**src/rtl/gpio_pin_pkg.sv**
```systemverilog
package gpio_pin_pkg;
  localparam int BANK_W    = 32;
  localparam int NUM_BANKS = 2;
  localparam int NUM_PINS  = BANK_W * NUM_BANKS;
  localparam int IDX_W     = $clog2(NUM_PINS);
  localparam int BSEL_W    = (NUM_BANKS > 1) ? $clog2(NUM_BANKS) : 1;

  typedef enum logic [1:0] {FAM_DIR = 2'd0, FAM_OUT = 2'd1, FAM_FLT = 2'd2, FAM_DRV = 2'd3} famE;
  typedef enum logic [2:0] {
    SRC_LO = 3'd0, SRC_HI = 3'd1, SRC_C = 3'd2, SRC_NC = 3'd3,
    SRC_Z = 3'd4, SRC_NZ = 3'd5, SRC_RND = 3'd6, SRC_NOT = 3'd7
  } srcE;

  typedef struct packed {
    logic             setEn;
    logic             setOut;
    logic             enVal;
    logic             outVal;
    logic [IDX_W-1:0] pin;
  } pinStrobeT;
endpackage

```
**src/rtl/gpio_pin_ctrl.sv**
```systemverilog
module gpio_pin_ctrl
  import gpio_pin_pkg::*;
#(
  parameter logic [31:0] LFSR_SEED = 32'h1
) (
  input  logic             clk,
  input  logic             rstN,
  input  logic             cmdValid,
  input  logic [1:0]       cmdFamily,
  input  logic [2:0]       cmdSrc,
  input  logic [IDX_W-1:0] cmdPin,
  input  logic             flagC,
  input  logic             flagZ,
  input  logic             curEn,
  input  logic             curOut,
  input  logic             testValid,
  input  logic [2:0]       testOp,
  input  logic             testInvert,
  input  logic             testBit,
  output pinStrobeT        strobe,
  output logic             testCarryOut,
  output logic             testZeroOut
);
  localparam logic [31:0] LFSR_TAPS = 32'h8020_0003;

  logic [31:0] lfsr;
  always_ff @(posedge clk or negedge rstN) begin
    if (!rstN) lfsr <= LFSR_SEED;
    else       lfsr <= {1'b0, lfsr[31:1]} ^ (lfsr[0] ? LFSR_TAPS : 32'h0);
  end

  famE  fam;
  srcE  src;
  logic curBit;
  logic srcVal;

  always_comb begin
    fam    = famE'(cmdFamily);
    src    = srcE'(cmdSrc);
    curBit = (fam == FAM_DIR) ? curEn : curOut;
    unique case (src)
      SRC_LO:  srcVal = 1'b0;
      SRC_HI:  srcVal = 1'b1;
      SRC_C:   srcVal = flagC;
      SRC_NC:  srcVal = ~flagC;
      SRC_Z:   srcVal = flagZ;
      SRC_NZ:  srcVal = ~flagZ;
      SRC_RND: srcVal = lfsr[0];
      default: srcVal = ~curBit;
    endcase
  end

  always_comb begin
    strobe     = '0;
    strobe.pin = cmdPin;
    if (cmdValid) begin
      unique case (fam)
        FAM_DIR: begin strobe.setEn = 1'b1; strobe.enVal = srcVal; end
        FAM_OUT: begin strobe.setOut = 1'b1; strobe.outVal = srcVal; end
        FAM_FLT: begin
          strobe.setOut = 1'b1; strobe.outVal = srcVal;
          strobe.setEn  = 1'b1; strobe.enVal  = 1'b0;
        end
        default: begin
          strobe.setOut = 1'b1; strobe.outVal = srcVal;
          strobe.setEn  = 1'b1; strobe.enVal  = 1'b1;
        end
      endcase
    end
  end

  logic probe;
  logic flagIn;
  logic flagRes;
  always_comb begin
    probe  = testBit ^ testInvert;
    flagIn = testOp[0] ? flagZ : flagC;
    unique case (testOp[2:1])
      2'd0:    flagRes = probe;
      2'd1:    flagRes = flagIn & probe;
      2'd2:    flagRes = flagIn | probe;
      default: flagRes = flagIn ^ probe;
    endcase
    testCarryOut = (testValid && !testOp[0]) ? flagRes : flagC;
    testZeroOut  = (testValid &&  testOp[0]) ? flagRes : flagZ;
  end
endmodule

```
**src/rtl/gpio_pin_dp.sv**
```systemverilog
module gpio_pin_dp
  import gpio_pin_pkg::*;
#(
  parameter int OUT_STAGES     = 3,
  parameter int WORD_IN_STAGES = 3,
  parameter int TEST_STAGES    = 2
) (
  input  logic                clk,
  input  logic                rstN,
  input  pinStrobeT           strobe,
  input  logic [IDX_W-1:0]    cmdPin,
  input  logic                wordWrValid,
  input  logic                wordWrSel,
  input  logic [BSEL_W-1:0]   wordWrBank,
  input  logic [BANK_W-1:0]   wordWrData,
  input  logic [IDX_W-1:0]    testPin,
  input  logic [BSEL_W-1:0]   rdBank,
  input  logic [NUM_PINS-1:0] padIn,
  output logic                curEn,
  output logic                curOut,
  output logic                testBit,
  output logic [BANK_W-1:0]   rdData,
  output logic [NUM_PINS-1:0] padOe,
  output logic [NUM_PINS-1:0] padOut,
  output logic [NUM_PINS-1:0] enAll,
  output logic [NUM_PINS-1:0] outAll
);
  localparam int IN_DEPTH = (WORD_IN_STAGES > TEST_STAGES) ? WORD_IN_STAGES : TEST_STAGES;

  logic [NUM_PINS-1:0] enReg, outReg, enNext, outNext;

  always_comb begin
    enNext  = enReg;
    outNext = outReg;
    for (int b = 0; b < NUM_BANKS; b++) begin
      if (wordWrValid && int'(wordWrBank) == b) begin
        if (wordWrSel) outNext[b*BANK_W +: BANK_W] = wordWrData;
        else           enNext[b*BANK_W +: BANK_W]  = wordWrData;
      end
    end
    if (strobe.setEn)  enNext[strobe.pin]  = strobe.enVal;
    if (strobe.setOut) outNext[strobe.pin] = strobe.outVal;
  end

  always_ff @(posedge clk or negedge rstN) begin
    if (!rstN) begin
      enReg  <= '0;
      outReg <= '0;
    end else begin
      enReg  <= enNext;
      outReg <= outNext;
    end
  end

  logic [NUM_PINS-1:0] oePipe  [OUT_STAGES];
  logic [NUM_PINS-1:0] outPipe [OUT_STAGES];
  logic [NUM_PINS-1:0] inPipe  [IN_DEPTH];

  always_ff @(posedge clk or negedge rstN) begin
    if (!rstN) begin
      for (int s = 0; s < OUT_STAGES; s++) begin
        oePipe[s]  <= '0;
        outPipe[s] <= '0;
      end
      for (int s = 0; s < IN_DEPTH; s++) inPipe[s] <= '0;
    end else begin
      oePipe[0]  <= enReg;
      outPipe[0] <= outReg;
      for (int s = 1; s < OUT_STAGES; s++) begin
        oePipe[s]  <= oePipe[s-1];
        outPipe[s] <= outPipe[s-1];
      end
      inPipe[0] <= padIn;
      for (int s = 1; s < IN_DEPTH; s++) inPipe[s] <= inPipe[s-1];
    end
  end

  always_comb begin
    rdData = '0;
    for (int b = 0; b < NUM_BANKS; b++)
      if (int'(rdBank) == b) rdData = inPipe[WORD_IN_STAGES-1][b*BANK_W +: BANK_W];
  end

  assign testBit = inPipe[TEST_STAGES-1][testPin];
  assign curEn   = enReg[cmdPin];
  assign curOut  = outReg[cmdPin];
  assign padOe   = oePipe[OUT_STAGES-1];
  assign padOut  = outPipe[OUT_STAGES-1] & oePipe[OUT_STAGES-1];
  assign enAll   = enReg;
  assign outAll  = outReg;
endmodule

```
**src/rtl/gpio_pin_unit.sv**
```systemverilog
module gpio_pin_unit
  import gpio_pin_pkg::*;
#(
  parameter int          OUT_STAGES     = 3,
  parameter int          WORD_IN_STAGES = 3,
  parameter int          TEST_STAGES    = 2,
  parameter logic [31:0] LFSR_SEED      = 32'h1
) (
  input  logic                clk,
  input  logic                rstN,
  input  logic                cmdValid,
  input  logic [1:0]          cmdFamily,
  input  logic [2:0]          cmdSrc,
  input  logic [IDX_W-1:0]    cmdPin,
  input  logic                flagC,
  input  logic                flagZ,
  input  logic                wordWrValid,
  input  logic                wordWrSel,
  input  logic [BSEL_W-1:0]   wordWrBank,
  input  logic [BANK_W-1:0]   wordWrData,
  input  logic [BSEL_W-1:0]   rdBank,
  output logic [BANK_W-1:0]   rdData,
  input  logic                testValid,
  input  logic [IDX_W-1:0]    testPin,
  input  logic                testInvert,
  input  logic [2:0]          testOp,
  output logic                testCarryOut,
  output logic                testZeroOut,
  input  logic [NUM_PINS-1:0] padIn,
  output logic [NUM_PINS-1:0] padOe,
  output logic [NUM_PINS-1:0] padOut
);
  pinStrobeT           strobe;
  logic                curEn, curOut, testBit;
  logic [NUM_PINS-1:0] enAll, outAll;

  gpio_pin_ctrl #(.LFSR_SEED(LFSR_SEED)) uCtrl (
    .clk, .rstN, .cmdValid, .cmdFamily, .cmdSrc, .cmdPin, .flagC, .flagZ,
    .curEn, .curOut, .testValid, .testOp, .testInvert, .testBit,
    .strobe, .testCarryOut, .testZeroOut
  );

  gpio_pin_dp #(
    .OUT_STAGES(OUT_STAGES), .WORD_IN_STAGES(WORD_IN_STAGES), .TEST_STAGES(TEST_STAGES)
  ) uDp (
    .clk, .rstN, .strobe, .cmdPin, .wordWrValid, .wordWrSel, .wordWrBank, .wordWrData,
    .testPin, .rdBank, .padIn, .curEn, .curOut, .testBit, .rdData,
    .padOe, .padOut, .enAll, .outAll
  );
endmodule

```
**config.mk**
```make
export PLATFORM = sky130hd
export DESIGN_NAME = gpio_pin_unit
export DESIGN_NICKNAME = d
export VERILOG_FILES = /design/src/rtl/gpio_pin_pkg.sv /design/src/rtl/gpio_pin_ctrl.sv /design/src/rtl/gpio_pin_dp.sv /design/src/rtl/gpio_pin_unit.sv
export SDC_FILE = /design/constraint.sdc
export NUM_CORES = 1
export LEC_CHECK = 0
export ABC_AREA = 1
export BUFFER_PORTS_ARGS = -buffer_cell sky130_fd_sc_hd__buf_2
export CAP_MARGIN = 20
export CORE_MARGIN = 4
export CORE_UTILIZATION = 50
export DETAILED_ROUTE_END_ITERATION = 7
export GPL_ROUTABILITY_DRIVEN = 0
export PLACE_DENSITY_LB_ADDON = 0.3
export RECOVER_POWER = 100
export SETUP_SLACK_MARGIN = 0.2
export SLEW_MARGIN = 20
export SYNTH_ARGS = -nofsm -noshare
export SYNTH_HDL_FRONTEND = slang
export SYNTH_HIERARCHICAL = 1
export SYNTH_SLANG_ARGS = --single-unit
```
**constraint.sdc**
```tcl
create_clock -name clk -period 13.35 [get_ports clk]
set_input_delay 4.005 -clock clk [delete_from_list [all_inputs] [get_ports clk]]
set_output_delay 4.005 -clock clk [all_outputs]
set_load 0.02 [all_outputs]
```
; Word-level counts from Yosys, hierarchy flattened
; Index checks and enable logic that the tools add are counted.
[classes]
div_mod_pow = 0
mux = 33
n_mul = 0
n_shift = 0
magnitude_cmp = 3
add_sub_neg = 0
bitwise = 10
n_eq_ne = 10
n_reduce_logical = 10
[op_table]
columns = cell, n
row1 = $mux W32, 10
row2 = $bwmux W64, 2
row3 = $mux W64, 2
row4 = $and A64 B64 Y64, 1
row5 = $xor A31 B32 Y32, 1
row6 = $bmux W1 S6, 3
row7 = $lt A6 B7 Y1 const B, 2
row8 = $mux W1, 11
row9 = $eq A3 B3 Y1 const B, 3
row10 = $pmux W1 S7, 1
row11 = $demux W1 S6, 1
row12 = $eq A3 B2 Y1 const B, 2
row13 = $ge A6 B1 Y1 const B, 1
row14 = $logic_and A1 B1 Y1, 5
row15 = $eq A2 B1 Y1 const B, 2
row16 = $eq A2 B2 Y1 const B, 2
row17 = $logic_not A2 Y1, 2
row18 = $mux W4, 1
row19 = $not A1 Y1, 4
row20 = $eq A3 B1 Y1 const B, 1
row21 = $logic_not A3 Y1, 1
row22 = $pmux W1 S3, 1
row23 = $pmux W1 S2, 1
row24 = $reduce_or A2 Y1, 1
row25 = 4 further kinds, 5
[totals]
memories = 0
mem_bits_ro = 0
ram_bits = 0
ff_bits = 736
in_bits = 127
latchBits = 0
output_inout_bits = 162
elab_cells = 78

; Logic depth before layout (Yosys ltp)
; Gate-level depths: netlist (run 1).
[depth]
word_depth = 9
depth_mapped = 20
mapped_depth_nobuf = 19

; Cells and area by module
; The synthesis (run 1) kept the hierarchy.
[modules_own_cells]
columns = module, instances, area_per_inst_um2, seq_area_each_um2, cells_each
row1 = gpio_pin_dp, 1, 24439.7, 17616.9, 2155
row2 = gpio_pin_ctrl, 1, 1154.9, 802.0, 96

; Worst setup path before layout (run 1)
; No wires, ideal clock.
[synth_timing]
path_type = input to output
start = in testPin[0]
end = out testZeroOut
path_buffers = 2
stages = 17
setup_slack_ns = 3.511
t_required_ns = 9.345
arrival_ns = 5.834
path_cell_list = buf_2 clkbuf_1 nand2_1 nand3_1 nand3_1 nand2_1 nand2_1 nand3_1 nand3_1 nand2_1 xor2_1 inv_1 ha_1 nand2_1 o211ai_4 nand3_1 nand2_1
[synth_via]
elab_chain_cells = 6
elab_cells_between_ends = 8
cone_classes = mux: 4 / bitwise: 4
[synth_rtl]
columns = item, line_no
row1 = "start, declared", gpio_pin_unit.sv:24  ; input logic [IDX_W-1:0] testPin,
row2 = $bmux W1 S6 (*), gpio_pin_dp.sv:84  ; assign testBit = inPipe[TEST_STAGES-1][testPin];
row3 = $mux W1 (implied by the code) (*), gpio_pin_dp.sv:84
row4 = net testBit, gpio_pin_unit.sv:34  ; logic curEn, curOut, testBit;
row5 = $xor A1 B1 Y1 (*), gpio_pin_ctrl.sv:76  ; probe = testBit ^ testInvert;
row6 = "$xor A1 B1 Y1, or another cell as far along", gpio_pin_ctrl.sv:82  ; default: flagRes = flagIn ^ probe;
row7 = $pmux W1 S3 (*), gpio_pin_ctrl.sv:78  ; unique case (testOp[2:1])
row8 = $mux W1 (*), gpio_pin_ctrl.sv:85  ; testZeroOut = (testValid && testOp[0]) ? flagRes : flagZ;
row9 = "end, declared", gpio_pin_unit.sv:28  ; output logic testZeroOut,
; The timed path passes the listed nets; every way through them passes the cells marked *. The select of a mux whose other input is x is not followed.

; Final worst setup path (run 1)
; Same ends and word-level chain as after synthesis.

==> summary.md, run 1 <==
| Metric | Value |
|---|---|
| Result of the run | `complete, but fails checks` |
| Violated checks | `capacitance limit, slew limit` |
| Placed Cells | `3052` |
| Dominant cells by area after synthesis | `sky130_fd_sc_hd__dfrtp_1 72%, sky130_fd_sc_hd__nand2_1 8.1%, sky130_fd_sc_hd__nand3_1 3.6%` |
| Maximum fanout encountered on the critical timing path | `33` |
| Grt total ovfl | `0` |
| Design Power | `5.35 mW` |
| Clock-pin slew on the worst setup and hold paths | `around 60 ps` |
| Worst VDD drop | `0.0994 mV` |
| Total negative setup slack | `0 ps` |
| Type of the setup path with the least slack | `in2out` |
| Initial antenna violation count | `8` |
| Fill cells | `about 4200` |
| Placed wire-length estimate | `43.2 mm` |
| Final count of hold timing violations | `0` |
| Headroom to the max-slew limit | `-360%` |
| Crit path time final | `around 12000 ps` |
| Cell at the slowest stage of the critical path | `sky130_fd_sc_hd__clkbuf_1` |
| Final setup violating endpoints | `0` |
| Number of detailed-route iterations in the first pass | `7` |
| Detail-routed via count per cell | `5.37` |
| WP data arrival | `7760 ps` |
| Summed instance area of the synthesized netlist | `about 26000 um^2` |
| Hold_ws | `between 300 and 400 ps` |
| CTS H-Tree Depth | `3` |
| Die area | `54900 um^2` |
| Max-cap violations | `5` |
| Peak clock frequency supported by timing | `85.0 MHz` |
| Number of sinks handled by clock tree synthesis | `about 740` |
| Placeable core region | `50400 um^2` |
| Resize count post-CTS | `0` |
| Post-layout instance count excluding filler cells | `3193` |
| Die W | `234 um` |
| Fraction of final layout cells with drive strength greater than 1 | `11.1%` |
| Clock buffer count from CTS | `74` |
| PwrDens | `roughly 180 nW/um^2` |
| Kind of cell with the highest combined delay on the critical path | `buffers and inverters` |
| Period utilisation layout | `between 80% and 90%` |
| Hold-fix buffers at CTS | `0` |
| Post-Syn Area per Cell | `11.4 um^2` |
| Multi-input logic area | `~5600 um^2` |
| Synth Warn # | `6` |
| CTS root buffer | `sky130_fd_sc_hd__clkbuf_16` |
| I/O pin count | `between 200 and 300` |
| Total of buffers placed on input and output ports | `around 290` |
| Starting density of the core | `50.8%` |
| Count of buffers added by post-CTS timing repair for setup | `0` |
| Clk_lat worst skew | `about 630 ps` |
| Wirelength, routed | `65.5 mm` |
| Maximum clock insertion buffer count | `3` |
| First-pass GRT wire length | `99.0 mm` |
| Synth cell types | `34` |
| DRC violations left | `0` |
| Overall fraction of global-route tracks in use | `a little under a quarter` |
| Post-Syn Nets | `2382` |
| Via count of the first global-routing pass | `17100` |
| Kind of start point of the critical path | `primary input` |
| Routed len/inst | `20.5 um` |
| Fraction of post-synthesis cell area in the top cell type by area | `a little under three quarters` |
| Post-synthesis sequential area ratio | `72.0%` |
| First-iteration detailed-routing DRC count | `2081` |
| Top cell by count, worst path | `sky130_fd_sc_hd__nand2_1` |
| Worst hold-check path type | `reg2reg` |
| Core Rows | `82` |
| R2r setup slk | `8440 ps` |
| Endpoint required time on the critical path | `~9300 ps` |
| Maximum number of pins on one net before global-route repair | `195` |
| Leakage dissipation | `around 14 nW` |
| Antenna-violating nets left | `0` |
| Number of nets in the layout | `around 2600` |
| Register bit count reported by yosys | `roughly 740` |
| TritonCTS clock tree | `built` |
| Count of pins over their slew limit | `between 300 and 400` |
| Post-route core utilization | `about three fifths` |
| Die height | `234 um` |
| Synth-to-layout area growth | `14.9%` |
| Number of buffer and inverter stages on the critical path | `4` |
| Worst path max stage delay | `940 ps` |
| RSZ-0062 raised after global routing | `no` |
| Critical Path Sink Type | `output port` |
| Critical Path, Cell by Cell | `clkbuf_1, inv_1, nand2_1, nand3_1, nand3_1, nand2_1, nand2_1, nand3_1, nand3_1, nand2_1, xor2_1, inv_1, ha_1, nand2_1, o211ai_4, nand3_1, nand2_1, clkbuf_1` |
| Cell type with the largest total area after synthesis | `sky130_fd_sc_hd__dfrtp_1` |
| Count of mapped cells out of synthesis | `approximately 2300` |
| Worst clock skew | `45.1 ps` |
| Slew at the pin with the worst max-slew slack | `approximately 6900 ps` |
| Sequential cell area in the final layout | `18400 um^2` |
| Via count | `17200` |
cell usage in the layout (no fill, tap or decap), types with 3 or more instances in the layout:
cell type,count
sky130_fd_sc_hd__mux2i_1,8
sky130_fd_sc_hd__o21ai_1,17
sky130_fd_sc_hd__nor2_4,3
sky130_fd_sc_hd__clkbuf_1,195
sky130_fd_sc_hd__nand3_1,186
sky130_fd_sc_hd__clkinvlp_4,4
sky130_fd_sc_hd__a31oi_1,76
sky130_fd_sc_hd__clkinv_2,20
sky130_fd_sc_hd__clkinv_8,4
sky130_fd_sc_hd__nand2_1,550
sky130_fd_sc_hd__dfrtp_1,735
sky130_fd_sc_hd__clkbuf_16,75
sky130_fd_sc_hd__o21ai_0,134
sky130_fd_sc_hd__buf_4,7
sky130_fd_sc_hd__o22ai_1,7
sky130_fd_sc_hd__buf_2,103
sky130_fd_sc_hd__inv_1,141
sky130_fd_sc_hd__mux2_1,11
sky130_fd_sc_hd__nor2_1,80
sky130_fd_sc_hd__ha_1,4
sky130_fd_sc_hd__xor2_1,4
sky130_fd_sc_hd__bufinv_16,10
sky130_fd_sc_hd__mux2_2,21
sky130_fd_sc_hd__diode_2,5
sky130_fd_sc_hd__a21oi_1,81
sky130_fd_sc_hd__inv_2,8
sky130_fd_sc_hd__clkbuf_8,9
report_power, final:
part	total, mW	internal (mW)	switching [mW]	leakage [nW]
sequential	2.69	2.53	0.167	9.05
combinational	0.498	0.141	0.357	3.98
clock	2.16	1.29	0.870	1.28
per-layer routing:
| layer | wire length [um] | track usage, % |
|---|---|---|
| met5 | 38 | 0 |
| met4 | 2260 | 9.08 |
| met3 | 5840 | 5.15 |
| met2 | 30600 | 37.1 |
| met1 | 26700 | 33.2 |
worst paths after layout:
path	startpoint	endpoint	cells past startpoint
min reg2reg	uDp/inPipe[163]	uDp/inPipe[99]	0
min	uDp/inPipe[163]	uDp/inPipe[99]	0
min in group asynchronous	rstN	uDp/inPipe[89]	1
max	testPin[0]	testZeroOut	18
max in group asynchronous	rstN	uDp/oePipe[86]	4
max reg2reg	uDp/outAll[4]	uDp/enAll[38]	18
final cells by class:
| cell class | count | share of cell area (%) |
|---|---|---|
| flip-flops and latches | 736 | 62.6 |
| multi-input cells | 1195 | 19.2 |
| clock buffers | 93 | 6.92 |
| repair buffers | 299 | 4.53 |
| well taps | 672 | 2.86 |
| inverters | 151 | 1.93 |
| clock inverters | 42 | 1.91 |
| diodes | 5 | 0.0425 |
metrics by stage:
step	area [um^2]	worst slack [ps]
3_3_place_gp	27000	2750
3_5_place_dp	27000	2500
2_1_floorplan	25600	3510
4_1_cts	29600	2450
5_1_grt	29400	1150
6_report	29400	1580
logic make-up after synthesis:
kind of cell / Yosys count / synth area share (%)
xor gates and xnor gates: 4 / 0.137
adders and majority gates: 4 / 0.196
DFF: 736 / 72.0
and+or+nand+nor: 823 / 13.0
buffers and inverters: 320 / 6.04
AOI/OAI and AO/OA: 324 / 6.89
muxes: 40 / 1.72
state kept, by name (all words and copies together), names as in the netlist:
| signal | cells |
|---|---|
| uDp/inPipe | 192 |
| uDp/padOe | 64 |
| uCtrl/lfsr | 32 |
| uDp/oePipe | 128 |
| uDp/outPipe | 192 |
| uDp/outAll | 64 |
| uDp/enAll | 64 |
Yosys cell counts:
cell type / count
sky130_fd_sc_hd__a31oi_1: 76
sky130_fd_sc_hd__or2_1: 1
sky130_fd_sc_hd__inv_1: 141
sky130_fd_sc_hd__o211ai_1: 2
sky130_fd_sc_hd__a31o_2: 2
sky130_fd_sc_hd__a21boi_1: 1
sky130_fd_sc_hd__nor2_4: 1
sky130_fd_sc_hd__o21ai_1: 17
sky130_fd_sc_hd__nand3_1: 186
sky130_fd_sc_hd__o21ai_0: 134
sky130_fd_sc_hd__buf_4: 70
sky130_fd_sc_hd__clkbuf_2: 2
sky130_fd_sc_hd__a21oi_1: 81
sky130_fd_sc_hd__clkbuf_1: 53
sky130_fd_sc_hd__ha_1: 4
sky130_fd_sc_hd__nand2_2: 2
sky130_fd_sc_hd__buf_6: 5
sky130_fd_sc_hd__mux2_2: 29
sky130_fd_sc_hd__buf_1: 5
sky130_fd_sc_hd__buf_2: 34
sky130_fd_sc_hd__nor2_2: 1
sky130_fd_sc_hd__o21a_1: 1
sky130_fd_sc_hd__nor2_1: 82
sky130_fd_sc_hd__dfstp_2: 1
sky130_fd_sc_hd__dfrtp_1: 735
sky130_fd_sc_hd__nand2_1: 550
sky130_fd_sc_hd__clkinv_1: 2
sky130_fd_sc_hd__o211ai_4: 1
sky130_fd_sc_hd__o22ai_1: 7
sky130_fd_sc_hd__inv_2: 8
sky130_fd_sc_hd__xor2_1: 4
sky130_fd_sc_hd__mux2_1: 3
sky130_fd_sc_hd__a22oi_1: 2
sky130_fd_sc_hd__mux2i_1: 8
No activity file was read; power rests on OpenSTA's default activity.
==> run 2: changes to the inputs <==
CORE_UTILIZATION = 58   (was 50)
clock period = 12.7 ns   (was 13.35 ns; I/O delays follow)
==> run 2 against run 1 <==
  * The flow still finishes with violations (capacitance limit, slew limit)
  * Die area fell by 13%
  * Sequential cell count did not move
  * Utilization is 8.7 points higher
  * Via count is 3.2% higher
  * Sequential power increased by 5%
  * Largest cell class unchanged
  * Largest power group unchanged
==> summary.md, run 2 (synthesized netlist as in run 1, its figures left out) <==
| Metric | Value |
|---|---|
| RSZ-0062 raised after global routing | `no` |
| Detail-routed via count per cell | `roughly 5.7` |
| First-pass GRT wire length | `101 mm` |
| Starting density of the core | `~59%` |
| Critical Path, Cell by Cell | `clkbuf_1, inv_1, nand2_1, nand3_1, nand3_1, nand2_1, nand2_1, nand3_1, nand3_1, nand2_1, xor2_1, inv_1, ha_1, nand2_1, o211ai_4, nand3_1, nand2_1, buf_2` |
| Slew at the pin with the worst max-slew slack | `7190 ps` |
| Total net switching power | `between 1 and 1.5 mW` |
| DRC violations left | `0` |
| Fraction of final layout cells with drive strength greater than 1 | `a little over a tenth` |
| Via count | `17700` |
| Crit path time final | `11520 ps` |
| Switching power share of the total | `a little over a quarter` |
| Cell at the slowest stage of the critical path | `sky130_fd_sc_hd__clkbuf_1` |
| Top Registers | `uDp/inPipe x192, uDp/outPipe x192, uDp/oePipe x128` |
| CTS root buffer | `sky130_fd_sc_hd__clkbuf_16` |
| Count of buffers added by post-CTS timing repair for setup | `0` |
| I/O pin count | `289` |
| Worst hold-check path type | `reg2reg` |
| Number of nets in the layout | `2586` |
| Clock buffer count from CTS | `71` |
| Die height | `about 220 um` |
| Kind of start point of the critical path | `primary input` |
| Leakage dissipation | `14.2 nW` |
| TritonCTS clock tree | `built` |
| Placed wire-length estimate | `41.7 mm` |
| Peak clock frequency supported by timing | `86.8 MHz` |
| Top cell by count, worst path | `sky130_fd_sc_hd__nand2_1` |
| Total negative setup slack | `0 ps` |
| Resize count post-CTS | `0` |
| Result of the run | `complete, but fails checks` |
| Worst VDD drop | `0.121 mV` |
| Most used cells in the layout excluding fill and tap cells | `735 x sky130_fd_sc_hd__dfrtp_1, 550 x sky130_fd_sc_hd__nand2_1, 199 x sky130_fd_sc_hd__clkbuf_1, 186 x sky130_fd_sc_hd__nand3_1, 141 x sky130_fd_sc_hd__inv_1` |
| Post-placement cell area | `26900 um^2` |
| Period utilisation layout | `90.7%` |
| Max-cap violations | `5` |
| Cell area after layout | `29100 um^2` |
| Antenna-violating nets left | `0` |
| Worst path max stage delay | `about 950 ps` |
| Number of detailed-route iterations in the first pass | `7` |
| Most common cell after layout, fill and taps aside | `sky130_fd_sc_hd__dfrtp_1` |
| Final setup violating endpoints | `0` |
| Routed len/inst | `21.3 um` |
| Core Rows | `76` |
| Design Power | `5.47 mW` |
| Power share of the combinational group | `between 9 and 10%` |
| Initial antenna violation count | `7` |
| Final count of hold timing violations | `0` |
| Number of buffer and inverter stages on the critical path | `4` |
| Cell-internal power | `4.02 mW` |
| Die area | `47600 um^2` |
| Die W | `approximately 220 um` |
| Share of total power in the clock network | `38.4%` |
| First-iteration detailed-routing DRC count | `2615` |
| Synth-to-layout area growth | `13.7%` |
| Type of the setup path with the least slack | `in2out` |
| Endpoint required time on the critical path | `8890 ps` |
| Critical Path Sink Type | `output port` |
| WP data arrival | `approximately 7700 ps` |
| Maximum number of pins on one net before global-route repair | `205` |
| Clock-pin slew on the worst setup and hold paths | `about 60 ps` |
| Overall fraction of global-route tracks in use | `roughly 28%` |
| Hold-fix buffers at CTS | `0` |
| Number of sinks handled by clock tree synthesis | `736` |
| Worst clock skew | `28.4 ps` |
| Placeable core region | `43400 um^2` |
| Register share of total power | `51.8%` |
| Violated checks | `capacitance limit, slew limit` |
| PwrDens | `between 150 and 200 nW/um^2` |
| Total of buffers placed on input and output ports | `around 290` |
| Headroom to the max-slew limit | `-380%` |
| Kind of cell with the highest combined delay on the critical path | `buffers and inverters` |
| Grt total ovfl | `0` |
| Maximum clock insertion buffer count | `3` |
| Maximum fanout encountered on the critical timing path | `33` |
| Count of pins over their slew limit | `337` |
| CTS H-Tree Depth | `3` |
| Fill cells | `approximately 3100` |
| Clk_lat worst skew | `around 610 ps` |
| Wirelength, routed | `65.9 mm` |
| Via count of the first global-routing pass | `17700` |
## run 2: changes by cell type in the layout (fill, tap and decap cells not counted), sizes merged
cell	change
clkinv	-8
clkbuf	+3
bufinv	-5
clkinvlp	-1
inv	+2
## run 2: power groups by stage
stage	Combinational, mW	Sequential, mW	Clock (mW)
detailed placement	0.533	2.87	0
floorplan	0.377	2.78	0
CTS	0.539	2.83	2.14
global route	0.581	2.86	2.25
finish	0.533	2.83	2.10
global placement	0.518	2.86	0
## run 2: metal layers
layer  vias up  track usage [%]  wire, um  share of wire (%)
met5         -                0        32              0.049
met2      1204             43.1     30800                 47
met3       221             7.38      7430                 11
met4         6             10.2      2620                4.0
li1       7610                -         -                  -
met1      8659             38.1     25000                 38
## run 2: worst register-to-register path, cell delays in order, from the launching register on
cell and delay (ps):
sky130_fd_sc_hd__dfrtp_1 440, sky130_fd_sc_hd__nand2_1 80, sky130_fd_sc_hd__nand3_1 140, sky130_fd_sc_hd__nand3_1 110
sky130_fd_sc_hd__nand2_1 110, sky130_fd_sc_hd__nand2_1 50, sky130_fd_sc_hd__nand3_1 80, sky130_fd_sc_hd__nand3_1 150
sky130_fd_sc_hd__nand2_1 220, sky130_fd_sc_hd__nand2_1 90, sky130_fd_sc_hd__nand3_1 70, sky130_fd_sc_hd__nand2_1 50
sky130_fd_sc_hd__nand2_1 110, sky130_fd_sc_hd__nand2_1 60, sky130_fd_sc_hd__nand2_1 50, sky130_fd_sc_hd__nand2_1 210
sky130_fd_sc_hd__clkinv_1 420, sky130_fd_sc_hd__clkbuf_1 1860, sky130_fd_sc_hd__o21ai_0 440
## run 2: area by class of cell
class | instances | area [um^2] | area share [%]
antenna | 5 | 12.5 | 0.0430
multi-input combinational | 1195 | 5660 | 19.4
clock inverter | 30 | 358 | 1.23
tap | 585 | 732 | 2.51
inverter | 151 | 568 | 1.95
clock buffer | 95 | 1990 | 6.83
timing repair buffer | 300 | 1380 | 4.74
sequential | 736 | 18400 | 63.3
## run 2: worst paths after layout
path | depth (start not counted) | end | slack, ps | from
hold reg to reg | 0 | uDp/inPipe[83] | 330 | uDp/inPipe[147]
min in group asynchronous | 1 | uDp/inPipe[118] | 5930 | rstN
max in group asynchronous | 4 | uDp/outPipe[85] | 2290 | rstN
hold / removal | 0 | uDp/inPipe[83] | 330 | uDp/inPipe[147]
setup / recovery | 18 | testCarryOut | 1180 | testPin[0]
setup reg to reg | 18 | uDp/enAll[53] | 7710 | uDp/outAll[10]
## run 2: stage by stage
| step | util (%) | hold WS [ps] | worst slack, ps | instances |
|---|---|---|---|---|
| final | 67.1 | 333 | 1180 | 3097 |
| after global routing | 67.1 | 347 | 921 | 3095 |
| after CTS | 67.5 | 341 | 2120 | 3089 |
| after detailed placement | 62.1 | 335 | 2180 | 2964 |
| after global placement | 62.1 | 332 | 2480 | 2964 |
| after floorplan | - | 331 | 3250 | 2251 |
